## config.mk

```make
export PLATFORM = sky130hd
export DESIGN_NAME = addsub_flags_unit
export DESIGN_NICKNAME = d
export VERILOG_FILES = /design/src/rtl/addsub_pkg.sv /design/src/rtl/addsub_operand_sel.sv /design/src/rtl/addsub_adder.sv /design/src/rtl/addsub_flag_reg.sv /design/src/rtl/addsub_flags_unit.sv
export SDC_FILE = /design/constraint.sdc
export NUM_CORES = 1
export LEC_CHECK = 0
export BUFFER_PORTS_ARGS = -buffer_cell sky130_fd_sc_hd__buf_4
export CAP_MARGIN = 30
export CORE_MARGIN = 10
export CORE_UTILIZATION = 51
export DETAILED_ROUTE_END_ITERATION = 16
export PLACE_DENSITY = 0.94
export SYNTH_ARGS = -nofsm -noshare
export SYNTH_HDL_FRONTEND = slang
export SYNTH_HIERARCHICAL = 1
export SYNTH_SLANG_ARGS = --single-unit
```

## constraint.sdc

```tcl
create_clock -name clk -period 3.79 [get_ports clk]
set_input_delay 0.1895 -clock clk [delete_from_list [all_inputs] [get_ports clk]]
set_output_delay 0.1895 -clock clk [all_outputs]
set_load 0.05 [all_outputs]
```

## src/rtl/addsub_pkg.sv

```systemverilog
package addsub_pkg;
  localparam int OP_W = 3;

  localparam logic [OP_W-1:0] OP_ADD = 3'd0;
  localparam logic [OP_W-1:0] OP_ADC = 3'd1;
  localparam logic [OP_W-1:0] OP_SUB = 3'd2;
  localparam logic [OP_W-1:0] OP_SBC = 3'd3;
  localparam logic [OP_W-1:0] OP_RSB = 3'd4;
  localparam logic [OP_W-1:0] OP_RSC = 3'd5;

  localparam int PSR_W   = 32;
  localparam int PSR_N_B = 31;
  localparam int PSR_Z_B = 30;
  localparam int PSR_C_B = 29;
  localparam int PSR_V_B = 28;

  typedef struct packed {
    logic n;
    logic z;
    logic c;
    logic v;
  } flags_t;
endpackage

```

## src/rtl/addsub_operand_sel.sv

```systemverilog
module addsub_operand_sel
  import addsub_pkg::*;
#(
  parameter int WIDTH = 32
) (
  input  logic [OP_W-1:0]  op_sel,
  input  logic [WIDTH-1:0] op_a,
  input  logic [WIDTH-1:0] op_b,
  input  logic             carry_q,
  output logic [WIDTH-1:0] add_x,
  output logic [WIDTH-1:0] add_y,
  output logic             add_cin
);
  // Subtraction is X + ~Y + cin; reverse forms swap the operands first.
  always_comb begin
    add_x   = op_a;
    add_y   = op_b;
    add_cin = 1'b0;
    unique case (op_sel)
      OP_ADC: add_cin = carry_q;
      OP_SUB: begin add_y = ~op_b; add_cin = 1'b1;    end
      OP_SBC: begin add_y = ~op_b; add_cin = carry_q; end
      OP_RSB: begin add_x = op_b; add_y = ~op_a; add_cin = 1'b1;    end
      OP_RSC: begin add_x = op_b; add_y = ~op_a; add_cin = carry_q; end
      default: ;
    endcase
  end
endmodule

```

## src/rtl/addsub_adder.sv

```systemverilog
module addsub_adder #(
  parameter int WIDTH = 32
) (
  input  logic [WIDTH-1:0] add_x,
  input  logic [WIDTH-1:0] add_y,
  input  logic             add_cin,
  output logic [WIDTH-1:0] sum,
  output logic             cout,
  output logic             ovf
);
  localparam int MSB = WIDTH - 1;

  logic [WIDTH:0] full;

  always_comb begin
    full = {1'b0, add_x} + {1'b0, add_y} + {{WIDTH{1'b0}}, add_cin};
    sum  = full[MSB:0];
    cout = full[WIDTH];
    ovf  = (add_x[MSB] == add_y[MSB]) && (full[MSB] != add_x[MSB]);
  end
endmodule

```

## src/rtl/addsub_flag_reg.sv

```systemverilog
module addsub_flag_reg
  import addsub_pkg::*;
(
  input  logic             clk,
  input  logic             rst_n,
  input  logic             set_flags,
  input  logic             psr_wr,
  input  logic [PSR_W-1:0] psr_word,
  input  flags_t           flags_calc,
  output flags_t           flags_q
);
  flags_t flags_d;
  logic   flags_en;

  always_comb begin
    flags_en = psr_wr | set_flags;
    if (psr_wr) begin
      flags_d.n = psr_word[PSR_N_B];
      flags_d.z = psr_word[PSR_Z_B];
      flags_d.c = psr_word[PSR_C_B];
      flags_d.v = psr_word[PSR_V_B];
    end else begin
      flags_d = flags_calc;
    end
  end

  always_ff @(posedge clk or negedge rst_n) begin
    if (!rst_n) begin
      flags_q <= '0;
    end else if (flags_en) begin
      flags_q <= flags_d;
    end
  end
endmodule

```

## src/rtl/addsub_flags_unit.sv

```systemverilog
module addsub_flags_unit
  import addsub_pkg::*;
#(
  parameter int WIDTH = 32
) (
  input  logic             clk,
  input  logic             rst_n,
  input  logic [WIDTH-1:0] op_a,
  input  logic [WIDTH-1:0] op_b,
  input  logic [2:0]       op_sel,
  input  logic             set_flags,
  input  logic             psr_wr,
  input  logic [31:0]      psr_word,
  output logic [WIDTH-1:0] result,
  output logic             flag_n,
  output logic             flag_z,
  output logic             flag_c,
  output logic             flag_v
);
  logic [WIDTH-1:0] add_x;
  logic [WIDTH-1:0] add_y;
  logic             add_cin;
  logic [WIDTH-1:0] sum;
  logic             cout;
  logic             ovf;
  flags_t           flags_calc;
  flags_t           flags_q;

  addsub_operand_sel #(.WIDTH(WIDTH)) u_sel (
    .op_sel (op_sel),
    .op_a   (op_a),
    .op_b   (op_b),
    .carry_q(flags_q.c),
    .add_x  (add_x),
    .add_y  (add_y),
    .add_cin(add_cin)
  );

  addsub_adder #(.WIDTH(WIDTH)) u_add (
    .add_x  (add_x),
    .add_y  (add_y),
    .add_cin(add_cin),
    .sum    (sum),
    .cout   (cout),
    .ovf    (ovf)
  );

  always_comb begin
    flags_calc.n = sum[WIDTH-1];
    flags_calc.z = (sum == '0);
    flags_calc.c = cout;
    flags_calc.v = ovf;
  end

  addsub_flag_reg u_flags (
    .clk       (clk),
    .rst_n     (rst_n),
    .set_flags (set_flags),
    .psr_wr    (psr_wr),
    .psr_word  (psr_word),
    .flags_calc(flags_calc),
    .flags_q   (flags_q)
  );

  assign result = sum;
  assign flag_n = flags_q.n;
  assign flag_z = flags_q.z;
  assign flag_c = flags_q.c;
  assign flag_v = flags_q.v;
endmodule

```

==> impl_summary.txt, run 1 <==
----------------------------------------------------
[Status]
  Run status ... completed

[Final layout]
  Largest regs ... u_flags/flags_q (4)
  Most flop-heavy register ... u_flags/flags_q
  Filler Cells Inserted ... 477
  Flip-flop count of the largest register after layout ... 4
  Final #Nets ... 756
  Core occupancy in the finished layout ... 73.2%
  Ant diodes ... 0
  Layout overhead on the synthesized area ... 41.6%
  Fraction of final layout cells with drive strength greater than 1 ... 38.7%
  Total non-filler cell area in the finished layout ... 0.00492 mm²

[Drt]
  DR vias ... 4256
  Starting DRC count in detailed routing ... 317
  Drt drc ... 0
  Vias per inst ... 6.10
  Routed WL per cell ... 17.5 µm
  Antenna Violating Nets Remaining ... 0
  Final WL ... 12200 µm
  1st-pass router iterations ... 7

[Setup path]
  Critical path required time ... 3.94 ns
  Number of buffer and inverter stages on the critical path ... 3
  Peak per-stage delay on the critical path ... 0.37 ns
  Crit Path Category ... input pin to register
  Nature of the critical path startpoint ... input pin
  Most frequent CP cell ... buf_4
  Dominant delay contributor by cell family on the critical path ... compound AO/OA/AOI/OAI gates
  CP max-delay cell ... ha_1
  CP cell instances ... buf_4 > nor2b_4 > buf_8 > mux2_4 > ha_1 > a21o_1 > a31o_1 > a41oi_2 > a221oi_1 > o31ai_2 > buf_4 > o21ai_2 > xor2_2 > nor4_2 > nand4_1 > nor2_1 > mux2i_1 > o21ai_1
  Arrival time reported for the critical path endpoint ... 3.82 ns
  Highest net fanout along the worst path ... 14
  Capturing element type of the critical path ... register

[Yosys]
  Post-synthesis compound-gate area fraction ... 28.3%
  Synthesis warning total ... 6
  Synth Area per Inst ... 7.16 µm²
  Largest family of logic cells by synthesized area ... compound AO/OA/AOI/OAI gates
  Synthesis-stage register bit count ... 4
  Syn Inst Count ... 485
  Portion of the post-synthesis area used by sequential elements ... 2.88%
  Dominant register cell in the synthesized netlist ... dfrtp_1
  Cell Area, Synth ... 0.00347 mm²
  Post-synthesis share of cell area spent on xor and xnor gates ... 14.6%
  Portion of synthesized cell area occupied by the leading cell type ... 13.4%
  Post-synth top area cell ... mux2_4
  Synth Net Count ... 621
  Multiplexer share of the synthesized area ... 15.5%
  Share of synthesized cell area in full adder, half adder and majority cells ... 12.3%
  Simple-gate area share of the yosys netlist ... 20.2%
  Number of distinct library cells after synthesis ... 54
  Number of synthesized flops with an enable pin ... 0
  Synth area leaders ... mux2_4, a21oi_1, ha_1, xor2_1, nor2_1
  Share of flip-flops with an asynchronous set or reset after synthesis ... 100%

[Place]
  Area of placed instances ... 0.00478 mm²
  Placed wire-length estimate ... 9860 µm
  Port Buffer Count ... 110
  Final RePlAce weighted congestion ... 0.960

[Pwr]
  Power density of the placed cells ... 425 mW/mm²
  Leakage power summed over all cells ... 2.34 nW
  Int Pwr ... 0.000851 W
  Power share of the combinational group ... 93.1%
  Maximum VDD drop ... 0.219 mV
  Switching share of total power ... 59.3%
  Sequential cell fraction of total power ... 2.5%
  Switching power total ... 0.00124 W
  Clk pwr share ... 4.4%

[Global routing]
  Number of antenna violations at the first check in global routing ... 0
  Total global routing overflow ... 0
  Number of global-route vias before repair ... 4137
  GRT Total Usage ... 21.8%
  Global-route wire length before repair ... 19200 µm
  Maximum number of pins on one net before global-route repair ... 52

[Timing]
  Final count of pins violating max slew ... 0
  Slew @ Worst Pin ... 0.466 ns
  Number of endpoints with negative hold slack in the final report ... 0
  Post-layout min period ... 3.67 ns
  Setup repair after global routing missed its margin ... yes
  Worst hold margin ... 0.191 ns
  Clock skew after layout ... 0.00112 ns
  Max-Slew Margin vs Limit ... 68.6%
  Ratio of final minimum period to clock period ... 96.9%
  Fmax ... 272 MHz
  Setup violators final ... 0

[Floorplanning]
  DIE HEIGHT ... 103 µm
  Die area ... 0.0105 mm²
  Standard cell core area ... 0.00672 mm²
  Number of rows in the core area ... 30
  Starting utilization of the core area ... 51.7%
  Floorplan die width ... 103 µm
  I/O pins ... 139

[Hold path]
  Tightest Hold Check Type ... input pin to register

[CTS]
  Number of buffers created by CTS ... 3
  Library cell used as clock root buffer ... clkbuf_8
  Clock sink count ... 4
  Clock Tree Buf Depth ... 2
  Htree depth ... 1
  Latest clock arrival within the worst-skew pair ... 0.22 ns
  Clock slew at reported path FFs ... 0.03 ns
  CTS tree ... built

[Run]
  Count of maximum capacitance violations ... 0

----------------------------------------------------
-- cell usage in the layout, fill, tap and decap left out, types with 7 or more instances in the layout --
cell     synthesis  final
o21ai_0         12      9
xnor2_1         17     11
nand2_1         28     28
buf_4            7    156
nor2_1          80     80
inv_1            7      7
nand4_1          8      8
a21o_1          15     15
ha_1            31     31
mux2_4          31     32
nand3_1          7      7
a21oi_1         90     85
xor2_1          41     36
-- worst min-delay path, delay by kind of cell --
kind,cells,cell delay (ns)
buffers and inverters,1,0.08
AO/OA/AOI/OAI,1,0.06
AND/OR/NAND/NOR,1,0.04
-- cell type report --
| class | instances | area, µm² | area share (%) |
|---|---|---|---|
| Clock buffer | 3 | 41.3 | 0.839 |
| Multi-Input combinational cell | 443 | 3410 | 69.4 |
| Sequential cell | 4 | 100 | 2.04 |
| Tap cell | 80 | 100 | 2.04 |
| Inverter | 7 | 26.3 | 0.534 |
| Timing Repair Buffer | 161 | 1240 | 25.2 |
-- worst paths after layout --
path	startpoint	to	slack, ns	cells after the start
setup reg to reg	u_flags/flags_q[1]	u_flags/flags_q[2]	0.20	16
min in group asynchronous	rst_n	u_flags/flags_q[3]	0.31	2
hold / removal	psr_word[30]	u_flags/flags_q[2]	0.19	3
setup / recovery	op_sel[2]	u_flags/flags_q[2]	0.12	18
hold reg to reg	u_flags/flags_q[2]	u_flags/flags_q[2]	0.56	2
max in group asynchronous	rst_n	u_flags/flags_q[0]	3.38	2
-- synth_stat cells, types with 4 or more instances --
master and number:
xor2_1 41, nor2b_1 4, nand2_1 28, dfrtp_1 4
nand4_1 8, a21oi_1 90, o21ai_0 12, a21o_1 15
clkbuf_1 14, a211oi_1 4, nor4_1 7, nor2_1 80
o21bai_1 5, xnor2_1 17, nand3_1 7, ha_1 31
mux2i_1 5, inv_1 7, nor3_1 5, buf_6 5
mux2_4 31, buf_2 4, o21a_1 6, o21ai_1 5
and3_1 4, buf_4 7
-- what timing repair did --
action / CTS / global route
endpoints found under the setup margin: 0 / 1
hold buffers: 1 / 0
hold endpoints to repair: 4 / 0
gates resized for setup: 0 / 18
buffers inserted: 0 / 1
-- metal layers --
| metal | wire, µm | up-vias | global-route usage [%] |
|---|---|---|---|
| li1 | - | 2012 | - |
| met1 | 4730 | 1980 | 25.3 |
| met2 | 6270 | 228 | 40.7 |
| met3 | 881 | 36 | 2.95 |
| met4 | 304 | 0 | 5.21 |
| met5 | 0 | - | 0 |
-- kinds of logic after synthesis --
kind of cell	Yosys count
compound gates	160
xor+xnor	58
fa+ha+maj	33
buf+inv	38
flops	4
mux	38
simple gates	154
-- per-stage QoR --
stage	TNS [ns]	worst slack, ns	instances	total power [W]
2_1_floorplan	-0.0414	-0.0414	485	0.00134
3_3_place_gp	-0.0375	-0.0375	693	0.00189
3_5_place_dp	-0.203	-0.203	693	0.00193
4_1_cts	0	0.0320	697	0.00204
5_1_grt	-0.0633	-0.0633	698	0.00221
6_report	0	0.118	698	0.00209
-- power by group through the flow --
stage	logic (W)	clock network, W	registers (W)
after detailed placement	0.00188	0	0.0000528
after CTS	0.00189	0.0000949	0.0000523
final	0.00195	0.0000922	0.0000524
after global placement	0.00184	0	0.0000525
after floorplan	0.00127	0	0.0000708
after global routing	0.00205	0.000100	0.0000527
Note: power is estimated with default switching activity, not from simulation.
==> inputs of run 2 (changes only) <==
CORE_UTILIZATION = 40   (was 51)
PLACE_DENSITY = 0.78   (was 0.94)
==> run 2 against run 1 <==
  * Hold slack worse by 0.0079 ns
  * Clock skew hardly changed
  * Wire length is 0.68% higher
  * Combinational power is 5% higher
  * Critical path type is now input pin to output pin
  * Clock power is 4.4% higher
  * Non-clock buffer count is 30 higher
  * Utilization is 11 points lower
==> impl_summary.txt, run 2 (same netlist as run 1, synthesis figures left out) <==
----------------------------------------------------
[Status]
  Run status ... completed

[Final layout]
  Largest regs ... u_flags/flags_q (4)
  Commonest non-fill, non-tap cell in the layout ... buf_4
  Most flop-heavy register ... u_flags/flags_q
  Flip-flop count of the largest register after layout ... 4
  Final #Nets ... 786
  Filler Cells Inserted ... 768
  Layout overhead on the synthesized area ... 50.1%
  Post-route insts no fill ... 753
  Ant diodes ... 0
  Fraction of final layout cells with drive strength greater than 1 ... 42.1%
  Commonest cells after routing, fill and taps aside ... buf_4, a21oi_1, nor2_1, xor2_1, mux2_4

[Hold path]
  Tightest Hold Check Type ... input pin to register

[Timing]
  Min setup slack post-route ... 0.112 ns
  Ratio of final minimum period to clock period ... 97.0%
  Max-Slew Margin vs Limit ... 68.1%
  Post-layout min period ... 3.68 ns
  Slew @ Worst Pin ... 0.473 ns
  Clock skew after layout ... 0.00123 ns
  Final count of pins violating max slew ... 0
  Setup violators final ... 0
  Number of endpoints with negative hold slack in the final report ... 0
  Fmax ... 272 MHz

[Drt]
  1st-pass router iterations ... 6
  Drt drc ... 0
  Routed WL per cell ... 16.3 µm
  Antenna Violating Nets Remaining ... 0
  Final WL ... 12300 µm
  DR vias ... 4087
  Vias per inst ... 5.43
  Starting DRC count in detailed routing ... 186

[Pwr]
  Post-layout power ... 0.00219 W
  Power density of the placed cells ... 420 mW/mm²
  Leakage power summed over all cells ... 2.49 nW
  Maximum VDD drop ... 0.227 mV

[Place]
  Placed wire-length estimate ... 10200 µm
  Final RePlAce weighted congestion ... 0.915
  Port Buffer Count ... 110
  Placed cell count ... 748
  Setup slack after placement ... -0.222 ns

[CTS]
  CTS tree ... built
  Library cell used as clock root buffer ... clkbuf_8
  Latest clock arrival within the worst-skew pair ... 0.23 ns
  Clock sink count ... 4
  Clock slew at reported path FFs ... 0.03 ns
  Htree depth ... 1
  Number of buffers created by CTS ... 3
  Clock Tree Buf Depth ... 2

[Setup path]
  Arrival time reported for the critical path endpoint ... 3.49 ns
  Highest net fanout along the worst path ... 8
  Crit Path Category ... input pin to output pin
  Capturing element type of the critical path ... output pin
  Critical path required time ... 3.60 ns
  Nature of the critical path startpoint ... input pin

[Global routing]
  GRT Total Usage ... 17.4%
  Maximum number of pins on one net before global-route repair ... 46
  Number of antenna violations at the first check in global routing ... 0
  Total global routing overflow ... 0
  Number of global-route vias before repair ... 4036
  Global-route wire length before repair ... 19300 µm

[Run]
  Count of maximum capacitance violations ... 0

[Floorplanning]
  DIE HEIGHT ... 113 µm
  Die area ... 0.0128 mm²
  Starting utilization of the core area ... 41.7%
  I/O pins ... 139
  Standard cell core area ... 0.00834 mm²
  Number of rows in the core area ... 33
  Floorplan die width ... 113 µm

----------------------------------------------------
[run 2: cell count changes in the layout (fill, tap and decap cells not counted), sizes merged]
cell / before / now
buf: 160 / 190
[run 2: metrics by stage]
stage | cell area (µm²) | TNS (ns) | utilization [%] | hold slack (ns)
5_1_grt | 5220 | -0.0178 | 62.5 | 0.190
4_1_cts | 5090 | 0 | 61.1 | 0.178
6_report | 5220 | 0 | 62.5 | 0.184
2_1_floorplan | 3690 | -0.0414 | - | -0.106
3_5_place_dp | 5040 | -0.222 | 60.4 | -0.00741
3_3_place_gp | 5040 | -0.144 | 60.4 | -0.0139
[run 2: layout make-up]
class                           instances  area, µm²  share of cell area [%]
Timing Repair Buffer                  191       1480                    28.4
Clock buffer                            3       41.3                   0.792
Sequential cell                         4        101                    1.94
Tap cell                              105        131                    2.52
Inverter                                7       26.3                   0.504
Multi-Input combinational cell        443       3440                    65.9
[run 2: path summary, 6_finish.rpt]
| check | start | to | slack, ns | cells after the start |
|---|---|---|---|---|
| worst max-delay path | op_sel[1] | result[26] | 0.11 | 16 |
| worst min-delay path | psr_word[28] | u_flags/flags_q[0] | 0.18 | 3 |
| worst max register to register | u_flags/flags_q[1] | u_flags/flags_q[2] | 0.17 | 16 |
| worst min register to register | u_flags/flags_q[0] | u_flags/flags_q[0] | 0.56 | 2 |
| max in group asynchronous | rst_n | u_flags/flags_q[1] | 3.37 | 2 |
| min in group asynchronous | rst_n | u_flags/flags_q[3] | 0.30 | 2 |
[run 2: repair_timing]
item | in CTS | in global routing
endpoints found under the setup margin | 0 | 7
hold buffers | 1 | 0
hold endpoints to repair | 4 | 0
resized for setup | 0 | 25
buffers inserted | 0 | 1
[run 2: power by group]
group | internal, W | switching [W] | total (W)
registers | 0.0000486 | 0.00000464 | 0.0000533
logic | 0.000828 | 0.00121 | 0.00204
clock network | 0.0000682 | 0.0000280 | 0.0000963
total | 0.000945 | 0.00125 | 0.00219
[run 2: metal layers]
metal  up-vias  share of wire, %  track usage [%]
met4         0              0.74             2.62
met1      1890                41             19.6
met3         8               5.2             2.96
met2       108                53             33.4
li1       2081                 -                -
met5         -                 0                0
[run 2: worst max-delay path, stage by stage]
cell and delay (ns):
buf_4 0.16, nor2b_4 0.17, mux2_4 0.32, fa_2 0.39, fa_2 0.40, a21o_1 0.21
a221oi_4 0.28, or3_4 0.21, a21oi_2 0.07, nand3b_4 0.17, buf_4 0.15, nor3b_1 0.14
buf_4 0.15, nor3_4 0.19, buf_4 0.14, buf_6 0.15
